==> config.mk <==
export PLATFORM = sky130hd
export DESIGN_NAME = moesi_probe_ctrl
export DESIGN_NICKNAME = d
export VERILOG_FILES = /design/src/rtl/moesi_probe_pkg.sv /design/src/rtl/moesi_probe_decode.sv /design/src/rtl/moesi_probe_fsm.sv /design/src/rtl/moesi_trig_fsm.sv /design/src/rtl/moesi_out_reg.sv /design/src/rtl/moesi_probe_ctrl.sv
export SDC_FILE = /design/constraint.sdc
export NUM_CORES = 1
export LEC_CHECK = 0
export ABC_AREA = 0
export BUFFER_PORTS_ARGS = -buffer_cell sky130_fd_sc_hd__buf_2
export CAP_MARGIN = 20
export CELL_PAD_IN_SITES_DETAIL_PLACEMENT = 1
export CELL_PAD_IN_SITES_GLOBAL_PLACEMENT = 2
export CORE_MARGIN = 2
export CORE_UTILIZATION = 33
export CTS_BUF_LIST = sky130_fd_sc_hd__clkbuf_8
export DETAILED_ROUTE_END_ITERATION = 10
export GPL_TIMING_DRIVEN = 0
export HOLD_SLACK_MARGIN = 0.1
export PLACE_DENSITY = 0.88
export SLEW_MARGIN = 20
export SYNTH_ARGS = -nofsm -noshare
export SYNTH_HDL_FRONTEND = slang
export SYNTH_HIERARCHICAL = 1
export SYNTH_SLANG_ARGS = --single-unit
==> constraint.sdc <==
create_clock -name clk_i -period 3.15 [get_ports clk_i]
set_input_delay 0.63 -clock clk_i [delete_from_list [all_inputs] [get_ports clk_i]]
set_output_delay 0.63 -clock clk_i [all_outputs]
set_load 0.005 [all_outputs]
==> src/rtl/moesi_probe_pkg.sv <==
package moesi_probe_pkg;

  typedef enum logic [4:0] {
    ST_I   = 5'd0,  ST_S   = 5'd1,  ST_O  = 5'd2,  ST_M   = 5'd3,
    ST_MM  = 5'd4,  ST_IM  = 5'd5,  ST_SM = 5'd6,  ST_OM  = 5'd7,
    ST_IS  = 5'd8,  ST_ISM = 5'd9,  ST_SS = 5'd10, ST_MMW = 5'd11,
    ST_MW  = 5'd12, ST_OI  = 5'd13, ST_MI = 5'd14, ST_II  = 5'd15,
    ST_IT  = 5'd16, ST_ST  = 5'd17, ST_OT = 5'd18, ST_MT  = 5'd19,
    ST_MMT = 5'd20
  } line_st_e;

  typedef enum logic [2:0] {
    EV_NONE, EV_RD_EX, EV_RD_SH, EV_RD_SH_NM, EV_INVAL, EV_WB_ACK, EV_WB_NACK
  } probe_ev_e;

  typedef enum logic [2:0] {
    RS_ACK = 3'd0, RS_DATA = 3'd1, RS_DATA_EX = 3'd2,
    RS_UNBLK_S = 3'd3, RS_UNBLK_M = 3'd4
  } rsp_e;

  function automatic logic probe_blocked(line_st_e s);
    return s inside {ST_ISM, ST_SS, ST_MMW, ST_MW,
                     ST_IT, ST_ST, ST_OT, ST_MT, ST_MMT};
  endfunction

endpackage

==> src/rtl/moesi_probe_decode.sv <==
module moesi_probe_decode
  import moesi_probe_pkg::*;
(
  input  logic [2:0] ptype_i,
  output probe_ev_e  ev_o
);
  always_comb begin
    unique case (ptype_i)
      3'd0:    ev_o = EV_RD_EX;
      3'd1:    ev_o = EV_RD_SH;
      3'd2:    ev_o = EV_RD_SH_NM;
      3'd3:    ev_o = EV_INVAL;
      3'd4:    ev_o = EV_WB_ACK;
      3'd5:    ev_o = EV_WB_NACK;
      default: ev_o = EV_NONE;
    endcase
  end
endmodule

==> src/rtl/moesi_probe_fsm.sv <==
module moesi_probe_fsm
  import moesi_probe_pkg::*;
(
  input  line_st_e  st_i,
  input  probe_ev_e ev_i,
  output line_st_e  nxt_o,
  output logic      send_o,
  output rsp_e      kind_o,
  output logic      pend_inc_o,
  output logic      stall_o
);
  logic kill, is_probe;

  assign kill     = (ev_i == EV_RD_EX) || (ev_i == EV_INVAL);
  assign is_probe = kill || (ev_i == EV_RD_SH) || (ev_i == EV_RD_SH_NM);
  assign stall_o  = is_probe && probe_blocked(st_i);

  always_comb begin
    nxt_o      = st_i;
    send_o     = 1'b0;
    kind_o     = RS_ACK;
    pend_inc_o = 1'b0;
    if (is_probe && !stall_o) begin
      send_o = 1'b1;
      unique case (st_i)
        ST_S: if (kill) nxt_o = ST_I;
        ST_SM: if (kill) nxt_o = ST_IM;
        ST_O: begin
          kind_o = RS_DATA;
          if (kill) nxt_o = ST_I;
        end
        ST_M: begin
          kind_o = kill ? RS_DATA_EX : RS_DATA;
          nxt_o  = kill ? ST_I : ST_O;
        end
        ST_MM: begin
          // migratory: plain read-shared takes ownership away
          if (kill || ev_i == EV_RD_SH) begin
            kind_o = RS_DATA_EX;
            nxt_o  = ST_I;
          end else begin
            kind_o = RS_DATA;
            nxt_o  = ST_O;
          end
        end
        ST_OM: begin
          kind_o = RS_DATA;
          if (kill) begin
            nxt_o      = ST_IM;
            pend_inc_o = 1'b1;
          end
        end
        ST_OI, ST_MI: begin
          kind_o = RS_DATA;
          if (kill) nxt_o = ST_II;
        end
        default: ;
      endcase
    end
  end
endmodule

==> src/rtl/moesi_trig_fsm.sv <==
module moesi_trig_fsm
  import moesi_probe_pkg::*;
(
  input  line_st_e st_i,
  input  logic     no_sh_i,
  output line_st_e nxt_o,
  output logic     send_o,
  output rsp_e     kind_o
);
  always_comb begin
    nxt_o  = st_i;
    send_o = 1'b0;
    kind_o = RS_UNBLK_M;
    unique case (st_i)
      ST_ISM: if (no_sh_i) begin nxt_o = ST_MM; send_o = 1'b1; end
      ST_OM:  begin nxt_o = ST_MM; send_o = 1'b1; end
      ST_SS:  begin nxt_o = ST_S; send_o = 1'b1; kind_o = RS_UNBLK_S; end
      ST_MMW: if (no_sh_i) begin nxt_o = ST_MM; send_o = 1'b1; end
      ST_MW:  if (no_sh_i) begin nxt_o = ST_M; send_o = 1'b1; end
      default: ;
    endcase
  end
endmodule

==> src/rtl/moesi_out_reg.sv <==
module moesi_out_reg #(
  parameter int W = 8
) (
  input  logic         clk_i,
  input  logic         rst_ni,
  input  logic         load_i,
  input  logic [W-1:0] data_i,
  input  logic         ready_i,
  output logic         valid_o,
  output logic [W-1:0] data_o,
  output logic         free_o
);
  assign free_o = !valid_o || ready_i;

  always_ff @(posedge clk_i or negedge rst_ni) begin
    if (!rst_ni) begin
      valid_o <= 1'b0;
      data_o  <= '0;
    end else if (load_i) begin
      valid_o <= 1'b1;
      data_o  <= data_i;
    end else if (ready_i) begin
      valid_o <= 1'b0;
    end
  end
endmodule

==> src/rtl/moesi_probe_ctrl.sv <==
module moesi_probe_ctrl
  import moesi_probe_pkg::*;
#(
  parameter int NUM_CACHES = 4,
  parameter int ID_W       = 3,
  parameter int ACK_W      = 4,
  parameter int CNT_W      = 4,
  parameter int HOME_ID    = 7
) (
  input  logic             clk_i,
  input  logic             rst_ni,
  input  logic             load_valid_i,
  input  logic [4:0]       load_state_i,
  input  logic             load_dirty_i,
  input  logic             fill_valid_i,
  input  logic             fill_dirty_i,
  input  logic             probe_valid_i,
  output logic             probe_ready_o,
  input  logic [2:0]       probe_type_i,
  input  logic             probe_directed_i,
  input  logic [ID_W-1:0]  probe_src_i,
  input  logic             trig_valid_i,
  output logic             trig_ready_o,
  input  logic             trig_no_sharers_i,
  output logic             resp_valid_o,
  input  logic             resp_ready_i,
  output logic [2:0]       resp_type_o,
  output logic [ACK_W-1:0] resp_acks_o,
  output logic [ID_W-1:0]  resp_dest_o,
  output logic             resp_dirty_o,
  output logic             ublk_valid_o,
  input  logic             ublk_ready_i,
  output logic [2:0]       ublk_type_o,
  output logic [ID_W-1:0]  ublk_dest_o,
  output logic             wb_ack_o,
  output logic             wb_nack_o,
  output logic [4:0]       line_state_o,
  output logic             line_dirty_o,
  output logic [CNT_W-1:0] pend_cnt_o
);
  localparam int RSP_W  = 3 + ACK_W + ID_W + 1;
  localparam int UBLK_W = 3 + ID_W;
  localparam logic [ACK_W-1:0] ACKS_DIR  = ACK_W'(NUM_CACHES);
  localparam logic [ACK_W-1:0] ACKS_BC   = ACK_W'(2);
  localparam logic [ACK_W-1:0] ACKS_CTRL = ACK_W'(1);

  line_st_e   st_q, p_nxt, t_nxt;
  probe_ev_e  ev;
  rsp_e       p_kind, t_kind;
  logic       p_send, p_pend, p_stall, t_send;
  logic       p_fire, t_fire, rsp_free, ublk_free;
  logic       dirty_q;
  logic [CNT_W-1:0] pend_q;
  logic [ACK_W-1:0] acks;
  logic [RSP_W-1:0]  rsp_d, rsp_q;
  logic [UBLK_W-1:0] ublk_d, ublk_q;

  moesi_probe_decode u_dec (.ptype_i(probe_type_i), .ev_o(ev));

  moesi_probe_fsm u_pfsm (
    .st_i(st_q), .ev_i(ev), .nxt_o(p_nxt), .send_o(p_send),
    .kind_o(p_kind), .pend_inc_o(p_pend), .stall_o(p_stall)
  );

  moesi_trig_fsm u_tfsm (
    .st_i(st_q), .no_sh_i(trig_no_sharers_i),
    .nxt_o(t_nxt), .send_o(t_send), .kind_o(t_kind)
  );

  assign probe_ready_o = !load_valid_i && !p_stall && rsp_free;
  assign p_fire        = probe_valid_i && probe_ready_o;
  assign trig_ready_o  = !load_valid_i && !p_fire && ublk_free;
  assign t_fire        = trig_valid_i && trig_ready_o;

  always_comb begin
    if (p_kind == RS_ACK)    acks = ACKS_CTRL;
    else if (probe_directed_i) acks = ACKS_DIR;
    else                     acks = ACKS_BC;
  end

  assign rsp_d  = {p_kind, acks, probe_src_i, dirty_q};
  assign ublk_d = {t_kind, ID_W'(HOME_ID)};

  moesi_out_reg #(.W(RSP_W)) u_rsp (
    .clk_i, .rst_ni, .load_i(p_fire && p_send), .data_i(rsp_d),
    .ready_i(resp_ready_i), .valid_o(resp_valid_o), .data_o(rsp_q),
    .free_o(rsp_free)
  );

  moesi_out_reg #(.W(UBLK_W)) u_ublk (
    .clk_i, .rst_ni, .load_i(t_fire && t_send), .data_i(ublk_d),
    .ready_i(ublk_ready_i), .valid_o(ublk_valid_o), .data_o(ublk_q),
    .free_o(ublk_free)
  );

  assign {resp_type_o, resp_acks_o, resp_dest_o, resp_dirty_o} = rsp_q;
  assign {ublk_type_o, ublk_dest_o} = ublk_q;

  always_ff @(posedge clk_i or negedge rst_ni) begin
    if (!rst_ni) begin
      st_q      <= ST_I;
      dirty_q   <= 1'b0;
      pend_q    <= '0;
      wb_ack_o  <= 1'b0;
      wb_nack_o <= 1'b0;
    end else begin
      wb_ack_o  <= p_fire && (ev == EV_WB_ACK);
      wb_nack_o <= p_fire && (ev == EV_WB_NACK);
      if (load_valid_i) begin
        st_q    <= line_st_e'(load_state_i);
        dirty_q <= load_dirty_i;
        pend_q  <= '0;
      end else begin
        if (p_fire && p_send)      st_q <= p_nxt;
        else if (t_fire && t_send) st_q <= t_nxt;
        if (fill_valid_i)          dirty_q <= dirty_q | fill_dirty_i;
        if (p_fire && p_pend)      pend_q <= pend_q + 1'b1;
      end
    end
  end

  assign line_state_o = st_q;
  assign line_dirty_o = dirty_q;
  assign pend_cnt_o   = pend_q;

endmodule

==> results.py <==
metrics = {
    "routing": {
        "wl_mm": 5.48,
        "drtIter0Drc": 50,
        "ant_nets": 0,
        "drtPass1Iterations": 4,
        "avgRoutedWirePerCell_um": 15.4,
        "vias": 1824,
        "drcViolationCount": 0,
        "viasPerCell": 5.12,
    },
    "yosys": {
        "synthMuxAreaShare_pct": 12.8,
        "syn_inst": 214,
        "netlist.area_leader.share_pct": 36.9,
        "seq_area_frac_synth_pct": 36.9,
        "syn_area_um2": 2100,
        "synth_top_area_cell": "dfrtp_1",
        "synth_xor_area_share_pct": 2.50,
        "syn_area_per_cell_um2": 9.81,
        "synth.area.top_cells": "dfrtp_1 37%, mux2_4 11%, nand2_1 3.4%",
        "yosysMostFrequentCell": "dfrtp_1",
        "synth_edf_count": 0,
        "synthSimpleGateAreaFrac_pct": 22.8,
        "synth_top_family_by_area": "simple AND/OR/NAND/NOR gates",
        "ys_ff_latch": 31,
        "yosys_warnings": 6,
        "ys_types": 53,
        "synth-compound-area-share_pct": 16.9,
        "ys.flop_type": "dfrtp_1",
        "synthAdderAreaFrac_pct": 1.13,
        "ys_top_cells_by_count": "31 x dfrtp_1, 19 x nand2_1, 15 x mux2_4",
        "async_reset_ff_share_pct": 100,
    },
    "timing": {
        "slew_headroom_pct": 52.6,
        "setup_tns_ps": 0,
        "fin_crit_sh_pct": 93.3,
        "finalMaxSlewViolations": 0,
        "tightestPinTransition_ps": 712,
        "period_needed_ps": 2940,
        "layout_setup_ws_ps": 212,
        "finalHoldViolCount": 0,
        "fmax_ghz": 0.340,
        "skew_ps": 2.78,
        "setup_viol": 0,
        "rsz0062_at_grt": "false",
    },
    "power": {
        "powerDensity_nw_per_um2": 847,
        "irDropWorstVdd_v": 0.000377,
        "p_leak_nw": 1.26,
        "p_total_w": 0.00222,
    },
    "finish": {
        "multi_input_area_um2": 1220,
        "drive_gt1_share_pct": 37.3,
        "fill_cells": 744,
        "num_antenna_cells": 0,
        "final_core_util_pct": 42.0,
        "synthToLayoutAreaGrowth_pct": 24.8,
        "seqCellArea_um2": 776,
        "finalInstanceArea_um2": 2620,
        "nets": 302,
    },
    "critical_path": {
        "reg2reg_slack_ps": 560,
        "worstRegToRegCells": 9,
        "cp_slowest_stage_delay_ps": 480,
        "critPathCaptureType": "output port",
        "rr_startpoint": "line_state_o[3]$_DFFE_PN0P_",
        "path_cells": "buf_2 > nand2_1 > mux2i_1 > xnor2_2 > o2111a_1 > nand3b_1 > nand2_1 > nor2_1 > buf_2",
        "startpoint": "probe_type_i[1]",
        "start_kind": "input pin",
        "r2r_end": "u_rsp/data_o[1]$_DFFE_PN0P_",
        "cp_data_arrival_time_ps": 2310,
        "slowest_stage": "mux2i_1",
        "critPathMaxFanout": 6,
        "endpoint": "trig_ready_o",
        "worstSetupPathType": "in2out",
        "crit_required_ps": 2520,
    },
    "global_route": {
        "grt_pass1_wl_mm": 9.20,
        "grt_max_degree": 32,
        "antenna_found_initial": 0,
        "top_usage_layer": "met2",
        "grt-ovfl-total": 0,
        "grt_util_met2_pct": 25.2,
        "met1_usage_pct": 22.7,
        "grt_usage_pct": 16.3,
        "grt_use_met3_pct": 4.45,
        "grt_pass1_vias": 1842,
    },
    "place": {
        "gp_congestion": 0.766,
        "placed_area_um2": 2480,
        "place_ws_ps": -80.8,
        "dpl.hpwl_mm": 4.10,
        "port_buffers": 55,
    },
    "die": {
        "dieArea_um2": 7020,
        "chipWidth_um": 83.8,
        "fp.dieH_um": 83.8,
        "start_util_pct": 33.6,
        "ioPinCount": 56,
        "core-area_um2": 6240,
        "rows": 29,
    },
    "hold_path": {
        "hold_path.class": "in2async",
    },
    "clock_tree": {
        "cts_buffer_depth": 2,
        "postCtsSetupBuffers": 0,
        "cts_tree": "done",
        "clkTransAtPathRegs_ps": 70,
        "cts_buffers": 5,
        "clkLatencyLatePin_ps": 280,
        "cts_max_level": 2,
        "cts-root-buf": "clkbuf_8",
        "cts_sinks": 31,
    },
    "run_status": {
        "status": "finished, final reports clean",
    },
    "job": {
        "drv_cap": 0,
    },
}
routing by layer:
layer / share of wire [%] / vias to the layer above / wire length [um]
met5: 0 / - / 0
met4: 0.97 / 0 / 53
met3: 4.1 / 5 / 223
met2: 47 / 31 / 2570
met1: 48 / 895 / 2640
li1: - / 893 / -
how the worst min path moves through the flow:
stage                                start                           end  slack [ps]  cells past startpoint
6_report                            rst_ni  u_ublk/data_o[2]$_DFFE_PN0P_         390                      1
5_1_grt                             rst_ni  u_ublk/data_o[1]$_DFFE_PN0P_         420                      1
4_1_cts                             rst_ni     u_rsp/valid_o$_DFFE_PN0P_         410                      1
3_5_place_dp   u_rsp/data_o[2]$_DFFE_PN0P_   u_rsp/data_o[2]$_DFFE_PN0P_         490                      1
3_3_place_gp   u_rsp/data_o[8]$_DFFE_PN0P_   u_rsp/data_o[8]$_DFFE_PN0P_         490                      1
2_1_floorplan                       rst_ni      line_dirty_o$_DFFE_PN0P_         330                      0
logic make-up after synthesis:
group,Yosys count
AOI/OAI and AO/OA,48
DFF,31
buffers and inverters,23
adders and majority gates,2
xor gates and xnor gates,6
muxes,19
other,3
and+or+nand+nor,82
area by class of cell:
class / count / share of cell area (%)
Timing Repair Buffer: 55 / 10.5
Multi-Input combinational cell: 162 / 46.6
Buffer: 15 / 3.96
Inverter: 8 / 1.15
Sequential cell: 31 / 29.6
Clock buffer: 6 / 3.15
Clock inverter: 2 / 1.34
Tap cell: 77 / 3.68
worst max-delay path: cells and delay by family:
kind | cells | cell delay [ps]
buffers and inverters | 2 | 280
and+or+nand+nor | 4 | 430
AOI/OAI and AO/OA | 1 | 270
muxes | 1 | 480
xor gates and xnor gates | 1 | 210
state kept, by name, indices dropped and copies added (netlist names):
| register | flops |
|---|---|
| line_dirty_o | 1 |
| line_state_o | 5 |
| pend_cnt_o | 4 |
| u_rsp/data_o | 11 |
| u_rsp/valid_o | 1 |
| u_ublk/data_o | 6 |
| u_ublk/valid_o | 1 |
| wb_ack_o | 1 |
| wb_nack_o | 1 |
cell usage in the layout, fill, tap and decap left out, drive strengths merged, types with 5 or more instances in the layout:
master and n:
mux2 17, nor2 12, nand2 20, a221oi 5, inv 8, a21oi 9, buf 67, o31ai 6
clkbuf 9, nand4 5, nor2b 8, nand2b 9, dfrtp 31, o21ai 9, conb 5
report_power, final:
| group | internal (W) | leakage (nW) | total [W] | switching, W |
|---|---|---|---|---|
| clock network | 0.000256 | 0.0612 | 0.000410 | 0.000154 |
| logic | 0.000561 | 0.802 | 0.00111 | 0.000554 |
| registers | 0.000531 | 0.398 | 0.000695 | 0.000163 |
| total | 0.00135 | 1.26 | 0.00222 | 0.000871 |
timing repair:
action                     CTS  global route
setup endpoints to repair    1             1
hold endpoints to repair     0             0
hold buffers                 0             0
resized for setup            1             3
stage by stage:
step	hold slack [ps]	instances
after floorplan	334	216
after global placement	486	348
after detailed placement	491	348
after CTS	406	356
after global routing	422	356
final	394	356
(Power assumes the default switching activity.)
